<file path="src/rtl/bst_pkg.sv">
package bst_pkg;
    typedef enum logic {
        ST_IDLE = 1'b0,
        ST_ACT  = 1'b1
    } bst_state_e;

    // active-high termination strobes, inverted at the pins
    typedef struct packed {
        logic ack;
        logic err;
        logic inh;
    } bst_term_t;
endpackage

</file>
<file path="src/rtl/bst_addr_decode.sv">
module bst_addr_decode #(
    parameter int AW = 16
) (
    input  logic [AW-1:0] addr,
    input  logic [AW-1:0] base,
    input  logic [AW-1:0] mask,
    output logic          hit
);
    always_comb begin
        hit = ((addr & mask) == (base & mask));
    end
endmodule

</file>
<file path="src/rtl/bst_err_slot.sv">
module bst_err_slot #(
    parameter int BEATS  = 4,
    parameter int BEAT_W = 2
) (
    input  logic              req,
    input  logic [BEAT_W-1:0] want,
    input  logic              multi,
    output logic              en,
    output logic [BEAT_W-1:0] slot
);
    localparam logic [BEAT_W-1:0] LastBeat = BEAT_W'(BEATS - 1);

    always_comb begin
        en = req;
        if (!multi || want == '0) begin
            slot = '0;
        end else begin
            slot = LastBeat;
        end
    end
endmodule

</file>
<file path="src/rtl/bst_reg_file.sv">
module bst_reg_file #(
    parameter int DW    = 32,
    parameter int DEPTH = 16,
    localparam int IW   = (DEPTH > 1) ? $clog2(DEPTH) : 1
) (
    input  logic          clk,
    input  logic          rst_n,
    input  logic          we,
    input  logic [IW-1:0] idx,
    input  logic [DW-1:0] wdata,
    output logic [DW-1:0] rdata
);
    logic [DW-1:0] mem_q [DEPTH];

    always_ff @(posedge clk or negedge rst_n) begin
        if (!rst_n) begin
            for (int i = 0; i < DEPTH; i++) begin
                mem_q[i] <= '0;
            end
        end else if (we) begin
            mem_q[idx] <= wdata;
        end
    end

    always_comb begin
        rdata = mem_q[idx];
    end
endmodule

</file>
<file path="src/rtl/bst_beat_ctrl.sv">
module bst_beat_ctrl
    import bst_pkg::*;
#(
    parameter int BEATS  = 4,
    parameter int IW     = 4,
    localparam int BEAT_W = (BEATS > 1) ? $clog2(BEATS) : 1
) (
    input  logic              clk,
    input  logic              rst_n,
    input  logic              ts_n,
    input  logic              hit,
    input  logic              rd_wr,
    input  logic              burst,
    input  logic [2:0]        cfg_wait,
    input  logic              cfg_inhibit,
    input  logic              err_en,
    input  logic [BEAT_W-1:0] err_slot,
    input  logic [IW-1:0]     start_idx,
    output logic              multi_req,
    output logic              active,
    output logic              is_read,
    output bst_term_t         term,
    output logic              wr_en,
    output logic [IW-1:0]     cur_idx
);
    localparam logic [BEAT_W-1:0] LastBeat = BEAT_W'(BEATS - 1);

    typedef struct packed {
        bst_state_e        st;
        logic              rd;
        logic              multi;
        logic              inh;
        logic [2:0]        wcfg;
        logic [2:0]        wcnt;
        logic [BEAT_W-1:0] beat;
        logic              err_en;
        logic [BEAT_W-1:0] err_at;
        logic [IW-1:0]     idx;
    } ctl_t;

    ctl_t ctl_d, ctl_q;
    logic ack_now, err_now, last_beat;

    // burst honoured only when not inhibited
    assign multi_req = burst && !cfg_inhibit;

    always_comb begin
        ctl_d     = ctl_q;
        ack_now   = (ctl_q.st == ST_ACT) && (ctl_q.wcnt == '0);
        err_now   = ack_now && ctl_q.err_en && (ctl_q.beat == ctl_q.err_at);
        last_beat = !ctl_q.multi || (ctl_q.beat == LastBeat);

        term.ack = ack_now && !err_now;
        term.err = err_now;
        term.inh = ack_now && !err_now && ctl_q.inh;

        if (ctl_q.st == ST_IDLE) begin
            if (!ts_n && hit) begin
                ctl_d.st     = ST_ACT;
                ctl_d.rd     = rd_wr;
                ctl_d.multi  = multi_req;
                ctl_d.inh    = burst && cfg_inhibit;
                ctl_d.wcfg   = cfg_wait;
                ctl_d.wcnt   = cfg_wait;
                ctl_d.beat   = '0;
                ctl_d.err_en = err_en;
                ctl_d.err_at = err_slot;
                ctl_d.idx    = start_idx;
            end
        end else if (ack_now) begin
            if (err_now || last_beat) begin
                ctl_d.st     = ST_IDLE;
                ctl_d.err_en = 1'b0;
            end else begin
                ctl_d.beat = ctl_q.beat + 1'b1;
                ctl_d.wcnt = ctl_q.wcfg;
            end
        end else begin
            ctl_d.wcnt = ctl_q.wcnt - 1'b1;
        end
    end

    always_ff @(posedge clk or negedge rst_n) begin
        if (!rst_n) begin
            ctl_q <= '0;
        end else begin
            ctl_q <= ctl_d;
        end
    end

    assign active  = (ctl_q.st == ST_ACT);
    assign is_read = ctl_q.rd;
    assign wr_en   = term.ack && !ctl_q.rd;
    assign cur_idx = ctl_q.idx + IW'(ctl_q.beat);
endmodule

</file>
<file path="src/rtl/bus_slave_term.sv">
module bus_slave_term
    import bst_pkg::*;
#(
    parameter int AW       = 16,
    parameter int DW       = 32,
    parameter int DEPTH    = 16,
    parameter int BEATS    = 4,
    parameter int ADDR_LSB = 2,
    localparam int IDX_W   = (DEPTH > 1) ? $clog2(DEPTH) : 1,
    localparam int BEAT_W  = (BEATS > 1) ? $clog2(BEATS) : 1
) (
    input  logic              clk,
    input  logic              rst_n,
    input  logic              ts_n,
    input  logic [AW-1:0]     addr,
    input  logic              rd_wr,
    input  logic              burst,
    input  logic [DW-1:0]     wdata,
    input  logic [AW-1:0]     cfg_base,
    input  logic [AW-1:0]     cfg_mask,
    input  logic [2:0]        cfg_wait,
    input  logic              cfg_inhibit,
    input  logic              err_req,
    input  logic [BEAT_W-1:0] err_beat,
    output logic              ta_n,
    output logic              ta_oe,
    output logic              tea_n,
    output logic              tea_oe,
    output logic              bi_n,
    output logic              bi_oe,
    output logic [DW-1:0]     rdata,
    output logic              rdata_oe
);
    logic              hit;
    logic              multi_req;
    logic              err_en;
    logic [BEAT_W-1:0] err_slot;
    logic              active;
    logic              is_read;
    bst_term_t         term;
    logic              wr_en;
    logic [IDX_W-1:0]  cur_idx;
    logic [DW-1:0]     mem_rd;

    bst_addr_decode #(.AW(AW)) u_dec (
        .addr (addr),
        .base (cfg_base),
        .mask (cfg_mask),
        .hit  (hit)
    );

    bst_err_slot #(.BEATS(BEATS), .BEAT_W(BEAT_W)) u_err (
        .req   (err_req),
        .want  (err_beat),
        .multi (multi_req),
        .en    (err_en),
        .slot  (err_slot)
    );

    bst_beat_ctrl #(.BEATS(BEATS), .IW(IDX_W)) u_ctl (
        .clk         (clk),
        .rst_n       (rst_n),
        .ts_n        (ts_n),
        .hit         (hit),
        .rd_wr       (rd_wr),
        .burst       (burst),
        .cfg_wait    (cfg_wait),
        .cfg_inhibit (cfg_inhibit),
        .err_en      (err_en),
        .err_slot    (err_slot),
        .start_idx   (addr[ADDR_LSB +: IDX_W]),
        .multi_req   (multi_req),
        .active      (active),
        .is_read     (is_read),
        .term        (term),
        .wr_en       (wr_en),
        .cur_idx     (cur_idx)
    );

    bst_reg_file #(.DW(DW), .DEPTH(DEPTH)) u_mem (
        .clk   (clk),
        .rst_n (rst_n),
        .we    (wr_en),
        .idx   (cur_idx),
        .wdata (wdata),
        .rdata (mem_rd)
    );

    // pins: enables follow ownership, levels idle high
    always_comb begin
        ta_oe    = active;
        tea_oe   = active;
        bi_oe    = active;
        ta_n     = !term.ack;
        tea_n    = !term.err;
        bi_n     = !term.inh;
        rdata_oe = active && is_read;
        rdata    = rdata_oe ? mem_rd : '0;
    end
endmodule

</file>
<file path="config.mk">
export PLATFORM = sky130hd
export DESIGN_NAME = bus_slave_term
export DESIGN_NICKNAME = d
export VERILOG_FILES = /design/src/rtl/bst_pkg.sv /design/src/rtl/bst_addr_decode.sv /design/src/rtl/bst_err_slot.sv /design/src/rtl/bst_reg_file.sv /design/src/rtl/bst_beat_ctrl.sv /design/src/rtl/bus_slave_term.sv
export SDC_FILE = /design/constraint.sdc
export NUM_CORES = 1
export LEC_CHECK = 0
export BUFFER_PORTS_ARGS = -buffer_cell sky130_fd_sc_hd__buf_2
export CORE_MARGIN = 2
export CORE_UTILIZATION = 30
export DETAILED_ROUTE_END_ITERATION = 16
export SLEW_MARGIN = 30
export SYNTH_ARGS = -nofsm -noshare
export SYNTH_HDL_FRONTEND = slang
export SYNTH_HIERARCHICAL = 1
export SYNTH_SLANG_ARGS = --single-unit
</file>
<file path="constraint.sdc">
create_clock -name clk -period 3.3 [get_ports clk]
set_input_delay 0.33 -clock clk [delete_from_list [all_inputs] [get_ports clk]]
set_output_delay 0.33 -clock clk [all_outputs]
set_load 0.02 [all_outputs]
</file>
==> impl_metrics.env <==
export IMPL_cp_slowest_cell="fa_2"
export IMPL_p_leak_nw=13.91
export IMPL_tns_ps=-5457
export IMPL_vias=14530
export IMPL_cts_clk_slew_worst_paths_ps=70
export IMPL_rsz0062_at_grt="yes"
export IMPL_hp_class="in -> reg"
export IMPL_crit_arrival_ps=3250
export IMPL_syn_area_um2=24470
export IMPL_post_drt_wl_per_cell_um=23.36
export IMPL_skew_ps=56.30
export IMPL_synth_area_leaders="dfrtp_1, mux2_2, mux4_2"
export IMPL_antenna_found_initial=9
export IMPL_p_int_mw=17.57
export IMPL_synth_common_cells="dfrtp_1, mux2_2, mux4_2"
export IMPL_max_freq_mhz=279.6
export IMPL_r2r_end="u_mem/mem_q[507]$_DFFE_PN0P_"
export IMPL_synth_avg_cell_area_um2=15.58
export IMPL_max_slew_margin_pct=56.79
export IMPL_p_switching_mw=8.112
export IMPL_cts_buffer_depth=3
export IMPL_worst_slack_ps=-276.7
export IMPL_cp_cell_sequence="ha_4 -> inv_2 -> fa_2 -> buf_6 -> inv_16 -> buf_16 -> clkbuf_16 -> mux4_2 -> a22oi_1 -> nand2_1 -> and3_2 -> buf_6"
export IMPL_synth_cell_types=47
export IMPL_synth_warnings=6
export IMPL_nFillCells=7463
export IMPL_place_gp_congestion=0.7411
export IMPL_dieHeight_um=289.6
export IMPL_avgViaCountPerCell=5.059
export IMPL_ir_drop_uv=476.9
export IMPL_syn_nets=1669
export IMPL_synth_seq_cells=531
export IMPL_ff2ff_path_depth=10
export IMPL_min_from="wdata[8]"
export IMPL_r2r_start="u_ctl/ctl_q[7]$_DFFE_PN0P_"
export IMPL_cp_required_ps=2970
export IMPL_grt_max_degree=98
export IMPL_maxSlewViolCount=0
export IMPL_combPwrFrac_pct=37.9
export IMPL_p_per_area_nw_per_um2=840.8
export IMPL_finalCriticalPeriod_ps=3577
export IMPL_start_kind="flip-flop"
export IMPL_worst_slew_pin_slew_ps=648.2
export IMPL_drive_gt1_share_pct=61.32
export IMPL_netlist_area_leader_share_pct=54.29
export IMPL_synth_edf_count=0
export IMPL_outcome="finished, violations left"
export IMPL_synth_most_common_cell="dfrtp_1"
export IMPL_io_pins=131
export IMPL_drcViolationCount=0
export IMPL_clkPwrFrac_pct=28.2
export IMPL_ctsHtreeMaxLevel=2
export IMPL_post_synth_top_area_cell="dfrtp_1"
export IMPL_detail_route_antenna_nets=0
export IMPL_synthArstFlopShare_pct=100.0
export IMPL_critical_path_most_common_cell="buf_6"
export IMPL_core_area_um2=80680
export IMPL_ys_seq_area_share_pct=54.29
export IMPL_finalSetupViolCount=32
export IMPL_syn_to_final_growth_pct=24.80
export IMPL_cts_root_buffer="clkbuf_16"
export IMPL_die_width_um=289.6
export IMPL_critPathLaunch="u_ctl/ctl_q[7]$_DFFE_PN0P_"
export IMPL_clock_sinks=531
export IMPL_fin_total_pwr_mw=25.68
export IMPL_cp_end_kind="output pin"
export IMPL_num_rows=104
export IMPL_grt_overflow=0
export IMPL_grt_pass1_vias=15761
export IMPL_rrSetupSlack_ps=150
export IMPL_violations="setup timing"
export IMPL_syn_inst=1571
export IMPL_routed_wl_um=67090
export IMPL_layout_nets=1855
export IMPL_initial_core_util_pct=30.33
export IMPL_first_pass_iters=4
export IMPL_hold_end="u_mem/mem_q[488]$_DFFE_PN0P_"
export IMPL_whs_path_depth=2
export IMPL_seqPwrFrac_pct=33.9
export IMPL_drtIter0Drc=856
export IMPL_cts_tree="done"
export IMPL_port_buffers=130
export IMPL_finalHoldViolCount=0
export IMPL_finalCritPeriodShare_pct=108.4
export IMPL_grt_usage_pct=15.90
export IMPL_p_sw_share_pct=31.59
export IMPL_grt_pass1_wl_um=100700
export IMPL_dpl_hpwl_um=39270
export IMPL_crit_fanout=7
export IMPL_synth_ff_type="dfrtp_1"
export IMPL_clock_latency_ps=680
export IMPL_drv_cap=0
export IMPL_dieArea_um2=83880
export IMPL_critPathMaxStageDelay_ps=460
export IMPL_numCtsBuffers=60
export IMPL_path_class="reg -> out"
## critical path: cells and delay by family, from the launching register on
| kind | cells | cell delay [ps] |
|---|---|---|
| buffers and inverters | 6 | 760 |
| multiplexers | 1 | 310 |
| AND/OR/NAND/NOR | 2 | 300 |
| adder cells (fa/ha/maj) | 2 | 640 |
| AO/OA/AOI/OAI | 1 | 180 |
| flip-flops | 1 | 410 |
## worst max path at each step
stage | endpoint | slack (ps) | cells past startpoint
after global placement | rdata[0] | 220 | 10
after floorplan | rdata[1] | 330 | 11
after detailed placement | u_mem/mem_q[482]$_DFFE_PN0P_ | 160 | 10
after CTS | rdata[10] | -330 | 12
after global routing | rdata[9] | -360 | 12
final | rdata[9] | -280 | 12
## flip-flops by register name (all words and copies together), names as in the netlist
| name | count |
|---|---|
| u_mem/mem_q | 512 |
| u_ctl/ctl_q | 17 |
| u_ctl/active | 1 |
| u_ctl/is_read | 1 |
## power groups by stage
| stage | sequential, mW | combinational, mW | clock, mW |
|---|---|---|---|
| 2_1_floorplan | 8.53 | 5.10 | 0 |
| 3_3_place_gp | 8.71 | 7.58 | 0 |
| 3_5_place_dp | 8.81 | 7.72 | 0 |
| 4_1_cts | 8.70 | 8.96 | 7.44 |
| 5_1_grt | 8.88 | 10.3 | 7.73 |
| 6_report | 8.71 | 9.72 | 7.26 |
## final cells by class
type	instances	area, um^2	share of cell area, %
Sequential cell	531	13290	43.51
Multi-Input combinational cell	885	10990	35.98
Timing Repair Buffer	265	2646	8.664
Clock buffer	78	1669	5.465
Tap cell	1060	1326	4.342
Clock inverter	34	521.8	1.708
Inverter	12	61.31	0.2007
Timing Repair inverter	2	27.53	0.09012
Antenna cell	5	12.51	0.04097
## through the flow
step	instance area, um^2	setup WS (ps)	std cells	util (%)	hold slack, ps
after floorplan	24470	331.9	1571	-	34.41
after global placement	26990	217.4	2704	33.46	358.5
after detailed placement	26990	161.4	2704	33.46	360.0
after CTS	30040	-327.0	2853	37.23	58.25
after global routing	30540	-356.4	2870	37.85	87.49
final	30540	-276.7	2872	37.86	84.51
## cell families (layout without fill, tap and decap cells)
logic type / count (synthesis) / after routing / synth area share (%)
other: 0 / 5 / 0
XOR/XNOR: 20 / 20 / 0.7157
buffers and inverters: 155 / 391 / 3.032
AO/OA/AOI/OAI: 86 / 86 / 2.679
adder cells (fa/ha/maj): 6 / 6 / 0.3374
flip-flops: 531 / 531 / 54.29
AND/OR/NAND/NOR: 116 / 116 / 2.843
multiplexers: 657 / 657 / 36.10
## layer usage
metal,vias up,routed length (um),track usage (%)
li1,6218,-,-
met1,7935,30090,21.46
met2,271,32620,26.26
met3,98,2879,3.093
met4,8,1455,4.115
met5,-,46,0
## timing repair
action | 4_1_cts | 5_1_grt
gates cloned | 5 | 7
setup buffers | 20 | 8
resized for setup | 117 | 65
hold buffers | 12 | 0
hold endpoints to repair | 72 | 0
endpoints found under the setup margin | 32 | 45
pin swaps | 33 | 50
## cell usage in the layout, fill, tap and decap left out, types with 3 or more instances in the layout
master,instances
mux2_2,488
nor2_1,3
clkinv_16,3
mux2_1,37
bufinv_16,10
clkbuf_8,10
clkinv_2,12
buf_12,42
nor3_4,6
mux4_2,128
a22oi_2,55
nand3_1,3
and3_2,10
nand3b_1,3
buf_4,56
buf_2,105
and3_1,5
nor2b_1,5
buf_16,4
buf_8,4
nand2_2,13
nor2_4,8
buf_6,35
and3_4,17
clkinvlp_4,6
mux2i_1,4
dfrtp_1,529
diode_2,5
ha_1,4
xor2_1,16
clkbuf_1,8
dlygate4sd3_1,12
a22oi_1,19
nand2_1,25
clkbuf_16,67
inv_1,10
inv_6,3
Power figures use the tool's default switching activity.
